## src/rtl/pcm_compander_pkg.sv

```systemverilog
package pcm_compander_pkg;
   typedef enum logic {
      LAW_MU = 1'b0,
      LAW_A  = 1'b1
   } law_e;

   localparam int CODE_W      = 8;
   localparam int SEG_W       = 3;
   localparam int MANT_W      = 4;
   localparam int MU_BIAS     = 33;
   localparam int MU_CLIP     = 8158;
   localparam logic [CODE_W-1:0] A_EVEN_MASK = 8'h55;
endpackage

```

## src/rtl/pcm_cmp_lead1.sv

```systemverilog
module pcm_cmp_lead1 #(
   parameter int W = 8,
   localparam int PW = (W > 1) ? $clog2(W) : 1
) (
   input  logic [W-1:0]  vec_i,
   output logic [PW-1:0] pos_o,
   output logic          hit_o
);
   // Scan from the bottom so that the highest set bit wins.
   always_comb begin
      pos_o = '0;
      hit_o = 1'b0;
      for (int i = 0; i < W; i++) begin
         if (vec_i[i]) begin
            pos_o = PW'(i);
            hit_o = 1'b1;
         end
      end
   end
endmodule

```

## src/rtl/pcm_cmp_mu_enc.sv

```systemverilog
module pcm_cmp_mu_enc
   import pcm_compander_pkg::*;
#(
   parameter int LIN_W = 14,
   localparam int MAG_W = LIN_W - 1
) (
   input  logic [LIN_W-1:0]  lin_i,
   output logic [CODE_W-1:0] code_o
);
   logic              neg;
   logic [LIN_W-1:0]  mag_full;
   logic [MAG_W-1:0]  mag_clip;
   logic [MAG_W-1:0]  biased;
   logic [SEG_W-1:0]  seg_pos;
   logic              seg_hit;
   logic [SEG_W-1:0]  seg;
   logic [MANT_W-1:0] mant;
   logic              unused_lsb;

   assign neg      = lin_i[LIN_W-1];
   assign mag_full = neg ? ~lin_i : lin_i;
   assign mag_clip = (mag_full > LIN_W'(MU_CLIP)) ? MAG_W'(MU_CLIP) : mag_full[MAG_W-1:0];
   assign biased   = mag_clip + MAG_W'(MU_BIAS);

   pcm_cmp_lead1 #(.W(8)) u_seg (
      .vec_i (biased[MAG_W-1:MAG_W-8]),
      .pos_o (seg_pos),
      .hit_o (seg_hit)
   );

   assign seg        = seg_hit ? seg_pos : '0;
   assign mant       = biased[{1'b0, seg} + 4'd1 +: MANT_W];
   assign code_o     = ~{neg, seg, mant};
   assign unused_lsb = biased[0];
endmodule

```

## src/rtl/pcm_cmp_a_enc.sv

```systemverilog
module pcm_cmp_a_enc
   import pcm_compander_pkg::*;
#(
   parameter int LIN_W = 14,
   localparam int RED_W = LIN_W - 1,
   localparam int MAG_W = RED_W - 1
) (
   input  logic [LIN_W-1:0]  lin_i,
   output logic [CODE_W-1:0] code_o
);
   logic [RED_W-1:0]  red;
   logic              neg;
   logic [MAG_W-1:0]  mag;
   logic [SEG_W-1:0]  lead_pos;
   logic              lead_hit;
   logic [SEG_W-1:0]  seg;
   logic [MANT_W-1:0] mant;
   logic              unused_bits;

   assign red = lin_i[LIN_W-1:1];
   assign neg = red[RED_W-1];
   assign mag = neg ? ~red[MAG_W-1:0] : red[MAG_W-1:0];

   pcm_cmp_lead1 #(.W(7)) u_seg (
      .vec_i (mag[MAG_W-1:MAG_W-7]),
      .pos_o (lead_pos),
      .hit_o (lead_hit)
   );

   always_comb begin
      if (lead_hit) begin
         seg  = lead_pos + 3'd1;
         mant = mag[{1'b0, seg} +: MANT_W];
      end else begin
         seg  = '0;
         mant = mag[4:1];
      end
   end

   assign code_o      = {~neg, seg, mant} ^ A_EVEN_MASK;
   assign unused_bits = lin_i[0] ^ mag[0];
endmodule

```

## src/rtl/pcm_cmp_decoder.sv

```systemverilog
module pcm_cmp_decoder
   import pcm_compander_pkg::*;
#(
   parameter int LIN_W = 14
) (
   input  law_e              law_i,
   input  logic [CODE_W-1:0] code_i,
   output logic [LIN_W-1:0]  lin_o
);
   logic [CODE_W-1:0] u;
   logic [CODE_W-1:0] a;
   logic [6:0]        mu_base;
   logic [6:0]        a_base;
   logic [LIN_W-1:0]  mu_t;
   logic [LIN_W-1:0]  mu_mag;
   logic [LIN_W-1:0]  mu_lin;
   logic [LIN_W-2:0]  a_t;
   logic [LIN_W-1:0]  a_mag;
   logic [LIN_W-1:0]  a_lin;

   // mu-law: inverted character, segment midpoint minus the bias
   assign u       = ~code_i;
   assign mu_base = {2'b00, u[3:0], 1'b1} + 7'd32;
   assign mu_t    = LIN_W'(mu_base) << u[6:4];
   assign mu_mag  = mu_t - LIN_W'(MU_BIAS);
   assign mu_lin  = u[7] ? (LIN_W'(0) - mu_mag) : mu_mag;

   // A-law: undo even-bit inversion, linear first segment
   assign a      = code_i ^ A_EVEN_MASK;
   assign a_base = {2'b00, a[3:0], 1'b1} + 7'd32;

   always_comb begin
      if (a[6:4] == 3'd0) a_t = (LIN_W-1)'({a[3:0], 1'b1});
      else                a_t = (LIN_W-1)'(a_base) << (a[6:4] - 3'd1);
   end

   assign a_mag = {a_t, 1'b0};
   assign a_lin = a[7] ? a_mag : (LIN_W'(0) - a_mag);

   assign lin_o = (law_i == LAW_A) ? a_lin : mu_lin;
endmodule

```

## src/rtl/pcm_compander.sv

```systemverilog
module pcm_compander
   import pcm_compander_pkg::*;
#(
   parameter int   LIN_W     = 14,
   parameter law_e RESET_LAW = LAW_MU
) (
   input  logic              clk,
   input  logic              rst_n,
   input  logic              law_sel,
   input  logic              enc_valid_i,
   input  logic [LIN_W-1:0]  enc_lin_i,
   input  logic              dec_valid_i,
   input  logic [CODE_W-1:0] dec_code_i,
   output logic              enc_valid_o,
   output logic [CODE_W-1:0] enc_code_o,
   output logic              dec_valid_o,
   output logic [LIN_W-1:0]  dec_lin_o
);
   generate
      if (LIN_W != 14) begin : g_bad_width
         $error("pcm_compander: LIN_W must be 14");
      end
   endgenerate

   law_e              law_q;
   logic [CODE_W-1:0] mu_code;
   logic [CODE_W-1:0] a_code;
   logic [CODE_W-1:0] enc_code_d;
   logic [LIN_W-1:0]  dec_lin_d;

   pcm_cmp_mu_enc #(.LIN_W(LIN_W)) u_mu_enc (
      .lin_i  (enc_lin_i),
      .code_o (mu_code)
   );

   pcm_cmp_a_enc #(.LIN_W(LIN_W)) u_a_enc (
      .lin_i  (enc_lin_i),
      .code_o (a_code)
   );

   assign enc_code_d = (law_q == LAW_A) ? a_code : mu_code;

   pcm_cmp_decoder #(.LIN_W(LIN_W)) u_dec (
      .law_i  (law_q),
      .code_i (dec_code_i),
      .lin_o  (dec_lin_d)
   );

   always_ff @(posedge clk) begin
      if (!rst_n) begin
         law_q       <= RESET_LAW;
         enc_valid_o <= 1'b0;
         enc_code_o  <= '0;
         dec_valid_o <= 1'b0;
         dec_lin_o   <= '0;
      end else begin
         law_q       <= law_e'(law_sel);
         enc_valid_o <= enc_valid_i;
         dec_valid_o <= dec_valid_i;
         if (enc_valid_i) enc_code_o <= enc_code_d;
         if (dec_valid_i) dec_lin_o  <= dec_lin_d;
      end
   end
endmodule

```

## config.mk

```make
export PLATFORM = sky130hd
export DESIGN_NAME = pcm_compander
export DESIGN_NICKNAME = d
export VERILOG_FILES = /design/src/rtl/pcm_compander_pkg.sv /design/src/rtl/pcm_cmp_lead1.sv /design/src/rtl/pcm_cmp_mu_enc.sv /design/src/rtl/pcm_cmp_a_enc.sv /design/src/rtl/pcm_cmp_decoder.sv /design/src/rtl/pcm_compander.sv
export SDC_FILE = /design/constraint.sdc
export NUM_CORES = 1
export LEC_CHECK = 0
export ABC_CLOCK_PERIOD_IN_PS = 6130
export BUFFER_PORTS_ARGS = -buffer_cell sky130_fd_sc_hd__buf_2
export CAP_MARGIN = 20
export CORE_ASPECT_RATIO = 0.75
export CORE_MARGIN = 10
export CORE_UTILIZATION = 55
export CTS_BUF_LIST = sky130_fd_sc_hd__clkbuf_8
export CTS_CLUSTER_SIZE = 25
export DETAILED_ROUTE_END_ITERATION = 8
export PLACE_DENSITY = 0.76
export SYNTH_ARGS = -nofsm -noshare
export SYNTH_HDL_FRONTEND = slang
export SYNTH_HIERARCHICAL = 1
export SYNTH_SLANG_ARGS = --single-unit
```

## constraint.sdc

```tcl
create_clock -name clk -period 6.13 [get_ports clk]
set_clock_uncertainty 0.1 [all_clocks]
set_input_delay 1.226 -clock clk [delete_from_list [all_inputs] [get_ports clk]]
set_output_delay 1.226 -clock clk [all_outputs]
set_load 0.1 [all_outputs]
```

# ---- Word level (Yosys, flattened, before mapping)
# Cells that the tools add are included.
dict set report totals {
  ff_bits 25
  latchBits 0
  mem_bits_rw 0
  mem_bits_ro 0
  in_bits 27
  output_inout_bits 24
  word_cells 66
  n_memories 0
}
dict set report classes {
  n_addsub 9
  n_mul 0
  n_div 0
  n_lt_le_gt_ge 1
  n_eq_ne 0
  n_shift 4
  n_mux 39
  n_bitwise 7
  reduce_logical 1
}
# cell count
set ops {}
lappend ops {{2-to-1 mux 14 bit} 4}
lappend ops {{2-to-1 mux 3 bit} 13}
lappend ops {{subtractor 1 x 14 -> 14 bit, first input constant} 2}
lappend ops {{2-to-1 mux 13 bit} 2}
lappend ops {{2-to-1 mux 1 bit} 17}
lappend ops {{NOT 8 bit} 2}
lappend ops {{adder 5 x 6 -> 7 bit, second input constant} 2}
lappend ops {{greater-than comparator 14 x 13 -> 1 bit, second input constant} 1}
lappend ops {{NOT 14 bit} 1}
lappend ops {{left shift 7 x 3 -> 14 bit} 1}
lappend ops {{subtractor 14 x 6 -> 14 bit, second input constant} 1}
lappend ops {{adder 13 x 6 -> 13 bit, second input constant} 1}
lappend ops {{variable part select 13 x 5 -> 4 bit} 1}
lappend ops {{left shift 7 x 3 -> 13 bit} 1}
lappend ops {{2-to-1 mux 12 bit} 1}
lappend ops {{NOT 12 bit} 1}
lappend ops {{variable part select 12 x 4 -> 4 bit} 1}
lappend ops {{2-to-1 mux 8 bit} 1}
lappend ops {{NOT 4 bit} 2}
lappend ops {{adder 3 x 1 -> 4 bit, second input constant} 1}
lappend ops {{2-to-1 mux 4 bit} 1}
lappend ops {{adder 3 x 1 -> 3 bit, second input constant} 1}
lappend ops {{logical NOT 3 bit} 1}
lappend ops {{subtractor 3 x 1 -> 3 bit, second input constant} 1}
lappend ops {{NOT 1 bit} 1}

# ---- Logic depth before layout (Yosys ltp)
dict set report logic_depth {
  word_depth 18
  depth_mapped 22
  ltp_nobuf 20
}

# ---- By module
# Netlist, hierarchy kept.
# mod n_inst cells_per_inst area_each_um2 seq_area_each_um2
set modules_own_cells {}
lappend modules_own_cells {pcm_cmp_decoder 1 311 2024.4 0.0}
lappend modules_own_cells {pcm_cmp_mu_enc 1 132 1001.0 0.0}
lappend modules_own_cells {pcm_compander 1 86 964.7 500.5}
lappend modules_own_cells {pcm_cmp_a_enc 1 66 520.5 0.0}
lappend modules_own_cells {{pcm_cmp_lead1 (u_a_enc.u_seg)} 1 9 58.8 0.0}
lappend modules_own_cells {{pcm_cmp_lead1 (u_mu_enc.u_seg)} 1 12 57.6 0.0}

# ---- Worst setup path after synthesis
# OpenSTA, ideal clock, no wires.
dict set report synth_timing {
  path_kind {input to register}
  startpoint {in enc_lin_i[13]}
  endpoint {reg enc_code_o[3]}
  setup_time_ns 0.071
  arrival_time_ns 4.983
  required_ns 5.959
  slack_ns 0.976
  stages 18
  n_path_buf 3
  path_cell_list {buf_6 clkbuf_1 clkbuf_1 xnor2_1 a21oi_1 ha_1 nor4b_4 and4_1 nor3_2 xnor2_2 nor2_1 o31ai_1 nand2_1 a41o_1 o31a_1 a22oi_1 mux2i_1 a21oi_1}
}
dict set report synth_between {
  word_cells_on_any_way 42
  classes_between {3 x add/sub; 1 x order compare; 2 x shift; 34 x mux; 2 x bitwise}
}
# item line_no
set synth_lines {}
lappend synth_lines {{from (decl)} pcm_compander.sv:11} ;# input logic [LIN_W-1:0] enc_lin_i,
lappend synth_lines {{NOT 14 bit} pcm_cmp_mu_enc.sv:21} ;# assign mag_full = neg ? ~lin_i : lin_i;
lappend synth_lines {{2-to-1 mux 14 bit *} pcm_cmp_mu_enc.sv:21}
lappend synth_lines {{greater-than comparator 14 x 13 -> 1 bit} pcm_cmp_mu_enc.sv:22} ;# assign mag_clip = (mag_full > LIN_W'(MU_CLIP)) ? MAG_W'(MU_CLIP) : mag_full[MAG_W-1:0];
lappend synth_lines {{2-to-1 mux 13 bit *} pcm_cmp_mu_enc.sv:22}
lappend synth_lines {{adder 13 x 6 -> 13 bit *} pcm_cmp_mu_enc.sv:23} ;# assign biased = mag_clip + MAG_W'(MU_BIAS);
lappend synth_lines {{named net u_mu_enc.biased[8]} pcm_cmp_mu_enc.sv:13} ;# logic [MAG_W-1:0] biased;
lappend synth_lines {{2-to-1 mux 3 bit * (5 in series)} pcm_cmp_lead1.sv:14} ;# if (vec_i[i]) begin
lappend synth_lines {{named net u_mu_enc.seg_pos[1]} pcm_cmp_mu_enc.sv:14} ;# logic [SEG_W-1:0] seg_pos;
lappend synth_lines {{2-to-1 mux 3 bit *} pcm_cmp_mu_enc.sv:31} ;# assign seg = seg_hit ? seg_pos : '0;
lappend synth_lines {{adder 3 x 1 -> 4 bit *} pcm_cmp_mu_enc.sv:32} ;# assign mant = biased[{1'b0, seg} + 4'd1 +: MANT_W];
lappend synth_lines {{variable part select 13 x 5 -> 4 bit *} pcm_cmp_mu_enc.sv:32}
lappend synth_lines {{NOT 8 bit *} pcm_cmp_mu_enc.sv:33} ;# assign code_o = ~{neg, seg, mant};
lappend synth_lines {{named net mu_code[3]} pcm_compander.sv:26} ;# logic [CODE_W-1:0] mu_code;
lappend synth_lines {{2-to-1 mux 8 bit *} pcm_compander.sv:41} ;# assign enc_code_d = (law_q == LAW_A) ? a_code : mu_code;
lappend synth_lines {{to (signal assigned)} pcm_compander.sv:60} ;# if (enc_valid_i) enc_code_o <= enc_code_d;
lappend synth_lines {{to (decl)} pcm_compander.sv:15} ;# output logic [CODE_W-1:0] enc_code_o,
# The timed path passes the listed nets; every way through them passes the cells marked *.
# A chain may end at the register's enable or synchronous reset.

# ---- Worst setup path in the final report
dict set report layout_timing {
  startpoint {in enc_lin_i[13]}
  endpoint {reg enc_code_o[3]}
}
dict set report layout_between {
  word_cells_on_any_way 42
  classes_between {3 x add/sub; 1 x order compare; 2 x shift; 34 x mux; 2 x bitwise}
}
# item line_no
set layout_lines {}
lappend layout_lines {{NOT 14 bit} pcm_cmp_mu_enc.sv:21}
lappend layout_lines {{2-to-1 mux 14 bit *} pcm_cmp_mu_enc.sv:21}
lappend layout_lines {{greater-than comparator 14 x 13 -> 1 bit} pcm_cmp_mu_enc.sv:22}
lappend layout_lines {{2-to-1 mux 13 bit *} pcm_cmp_mu_enc.sv:22}
lappend layout_lines {{adder 13 x 6 -> 13 bit *} pcm_cmp_mu_enc.sv:23}
lappend layout_lines {{named net u_mu_enc.biased[6]} pcm_cmp_mu_enc.sv:13}
lappend layout_lines {{2-to-1 mux 1 bit *} pcm_cmp_lead1.sv:14}
lappend layout_lines {{2-to-1 mux 3 bit * (6 in series)} pcm_cmp_lead1.sv:14}
lappend layout_lines {{named net u_mu_enc.seg_pos[0]} pcm_cmp_mu_enc.sv:14}
lappend layout_lines {{2-to-1 mux 3 bit *} pcm_cmp_mu_enc.sv:31}
lappend layout_lines {{adder 3 x 1 -> 4 bit *} pcm_cmp_mu_enc.sv:32}
lappend layout_lines {{variable part select 13 x 5 -> 4 bit *} pcm_cmp_mu_enc.sv:32}
lappend layout_lines {{NOT 8 bit *} pcm_cmp_mu_enc.sv:33}
lappend layout_lines {{named net mu_code[3]} pcm_compander.sv:26}
lappend layout_lines {{2-to-1 mux 8 bit *} pcm_compander.sv:41}
# Marked as above.

==> out/metrics.yaml <==
min_from: "dec_lin_o[7]$_SDFFE_PN0P_"
slew_violations: 0
synth_nets: 654
synth_edf_count: 0
start_util: 0.577
fin_tns_setup_ns: 0
cts_tree: "done"
top_level_ports: 51
drive_gt1_frac: 0.147
r2r_end: "dec_lin_o[8]$_SDFFE_PN0P_"
ant_nets: 0
postCtsSetupRepairBufs: 0
num_antenna_cells: 0
grt_overflow: 0
final_nets: 673
required_ns: 6.23
cts_resized: 0
fillCellCount: 725
core_area_um2: 8020
stdcell_area_um2: 4840
place_congestion: 0.966
reg2reg_slack_ns: 4.09
synthToLayoutAreaGrowth_pct: 4.52
tightest_slew_ns: 0.765
cp.arrival_ns: 5.81
p_per_area_nw_per_um2: 180
cts.clk_slew.worst_paths_ns: 0.08
holdPathEnd: "dec_lin_o[7]$_SDFFE_PN0P_"
die_x_um: 126
synth_cell_types: 93
fp.dieH_um: 99.4
seqCellArea_um2: 500
vias_per_cell: 6.63
total_power_uw: 871
maxCapViolCount: 0
stdcell_count: 739
hpwl_um: 10400
cts_htree_levels: 1
port_buffers: 50
drc: 0
placed_cell_area_um2: 4790
vias: 4903
rows: 28
start_kind: "input pin"
grt_pass1_vias: 4155
dieArea_um2: 12500
wirelength_um: 13600
clock_latency_ns: 0.26
fmax_mhz: 175
async_flop_share: 0
grt_pass1_wl_um: 21400
root_buffer: "clkbuf_8"
dp.cells: 735
dp_slack_ns: 0.274
criticalPathCategory: "in2reg"
clk_path_buf_depth: 2
wl_per_cell_um: 18.4
rsz0062_at_grt: "false"
ir_worst_vdd_mv: 0.213
syn_area_um2: 4630
yosys_warnings: 6
grt_max_degree: 42
grt_use_total: 0.195
hold_viol: 0
hold_buffers: 0
hold_depth: 2
yosysSeqAreaShare: 0.108
synth-seq-cells: 25
outcome: "completed"
critPathMaxFanout: 20
whs_ns: 0.420
cts_made_buffers: 3
setup_viol: 0
period_needed_ns: 5.71
clock-sinks: 25
final_util: 0.603
dominantRegCellSynth: "dfxtp_1"
reg2reg_depth: 8
drt_iter0_markers: 684
holdCritPathClass: "reg2reg"
post-route-period-util: 0.932
slew_headroom: 0.486
fin_ws_ns: 0.418
antenna_found_initial: 0
syn_inst: 616
crit_path_end_kind: "flop"
multiInputGateArea_um2: 3770
firstDrtPassIters: 6
r2r-start: "law_q$_SDFF_PN0_"
power.leakage_nw: 1.99
syn_area_per_cell_um2: 7.51
==> logic make-up (layout without fill, tap and decap cells) <==
| family | after synthesis | in the layout | share of synthesized area |
|---|---|---|---|
| multiplexers | 59 | 59 | 0.144 |
| adder cells (fa/ha/maj) | 11 | 11 | 0.0297 |
| AND/OR/NAND/NOR | 224 | 224 | 0.264 |
| flip-flops | 25 | 25 | 0.108 |
| buffers and inverters | 68 | 86 | 0.0779 |
| AO/OA/AOI/OAI | 179 | 179 | 0.278 |
| XOR/XNOR | 50 | 50 | 0.0979 |
==> state kept, by name, summed over array words and instances, names as in the netlist <==
register	flops
enc_code_o	8
dec_lin_o	14
dec_valid_o	1
law_q	1
enc_valid_o	1
==> worst max-delay path by stage <==
stage	cells past startpoint	start	slack, ns	endpoint
6_report	16	enc_lin_i[13]	0.42	enc_code_o[3]$_SDFFE_PN0P_
5_1_grt	16	enc_lin_i[13]	0.06	enc_code_o[3]$_SDFFE_PN0P_
4_1_cts	16	enc_lin_i[13]	0.58	enc_code_o[3]$_SDFFE_PN0P_
3_5_place_dp	16	enc_lin_i[13]	0.27	enc_code_o[3]$_SDFFE_PN0P_
3_3_place_gp	16	enc_lin_i[13]	0.59	enc_code_o[3]$_SDFFE_PN0P_
2_1_floorplan	18	enc_lin_i[13]	0.98	enc_code_o[3]$_SDFFE_PN0P_
==> cell usage after synthesis (6+ instances only) <==
cell | n | share of area
a31oi_1 | 12 | 0.016
a21oi_1 | 37 | 0.040
o31ai_1 | 11 | 0.018
o211ai_1 | 11 | 0.018
buf_2 | 10 | 0.011
xnor2_1 | 30 | 0.057
mux2i_1 | 46 | 0.10
clkbuf_1 | 18 | 0.015
and2_1 | 11 | 0.015
and3_1 | 8 | 0.011
a211oi_1 | 6 | 0.0097
inv_1 | 21 | 0.017
or3_1 | 6 | 0.0081
dfxtp_1 | 25 | 0.11
ha_1 | 11 | 0.030
nand2_1 | 47 | 0.038
xor2_1 | 18 | 0.034
nor2_1 | 46 | 0.037
nor2b_1 | 23 | 0.031
nand2b_1 | 9 | 0.012
a22oi_1 | 6 | 0.0097
mux2_2 | 8 | 0.019
o21ai_0 | 27 | 0.029
nand3_1 | 15 | 0.016
nor3_1 | 22 | 0.024
==> critical path, cell delays in order <==
cell and delay, ns:
buf_2 0.32, inv_1 0.14, o41ai_2 0.76, a311oi_1 0.31, nor4b_4 0.47, a21oi_1 0.17
xnor2_1 0.41, a21oi_1 0.12, o31ai_1 0.37, and2_1 0.37, inv_2 0.15, and3_1 0.22
o31a_1 0.28, a22oi_1 0.23, mux2i_1 0.11, a21oi_1 0.14
==> placed cells by master (no fill, tap or decap), types with 4 or more instances in the layout <==
master / synthesis / routed
o31ai_1: 11 / 11
a21oi_1: 37 / 37
nor2_1: 46 / 46
mux2i_1: 46 / 46
a211o_1: 4 / 4
and2_1: 11 / 11
a22oi_1: 6 / 6
nand3_1: 15 / 15
mux2_2: 8 / 8
a221o_1: 4 / 4
xor2_1: 18 / 18
or3_1: 6 / 6
a211oi_1: 6 / 6
ha_1: 11 / 11
xnor2_1: 30 / 30
buf_2: 10 / 50
inv_2: 4 / 4
inv_1: 21 / 22
and3_1: 8 / 8
dfxtp_1: 25 / 25
nor2b_1: 23 / 23
o22ai_1: 4 / 4
nand2b_1: 9 / 9
a21o_1: 5 / 5
a31oi_1: 12 / 12
nor3_1: 22 / 22
buf_4: 5 / 6
o211ai_1: 11 / 11
nor4_1: 4 / 4
o221ai_1: 5 / 5
o21ai_0: 27 / 27
nand2_1: 47 / 47
==> where the power goes <==
part           total, mW  leakage, nW  switching [mW]  internal (mW)
clock network     0.0910       0.0269          0.0463         0.0447
logic              0.594         1.75           0.398          0.196
registers          0.185        0.207         0.00737          0.178
==> cell type report <==
class | instances | area share
clock buffer | 3 | 0.00854
clock inverter | 1 | 0.000776
sequential | 25 | 0.103
tap | 105 | 0.0272
multi-input combinational | 523 | 0.779
inverter | 26 | 0.0202
timing repair buffer | 56 | 0.0611
==> layer usage <==
layer	share of wire	track usage	vias up	wire (um)
met1	0.49	0.306	2264	6610
met3	0.099	0.0271	26	1340
met4	0.0097	0.0210	0	132
met5	0	0	-	0
li1	-	-	2350	-
met2	0.40	0.275	263	5480
Note: power is estimated with default switching activity, not from simulation.
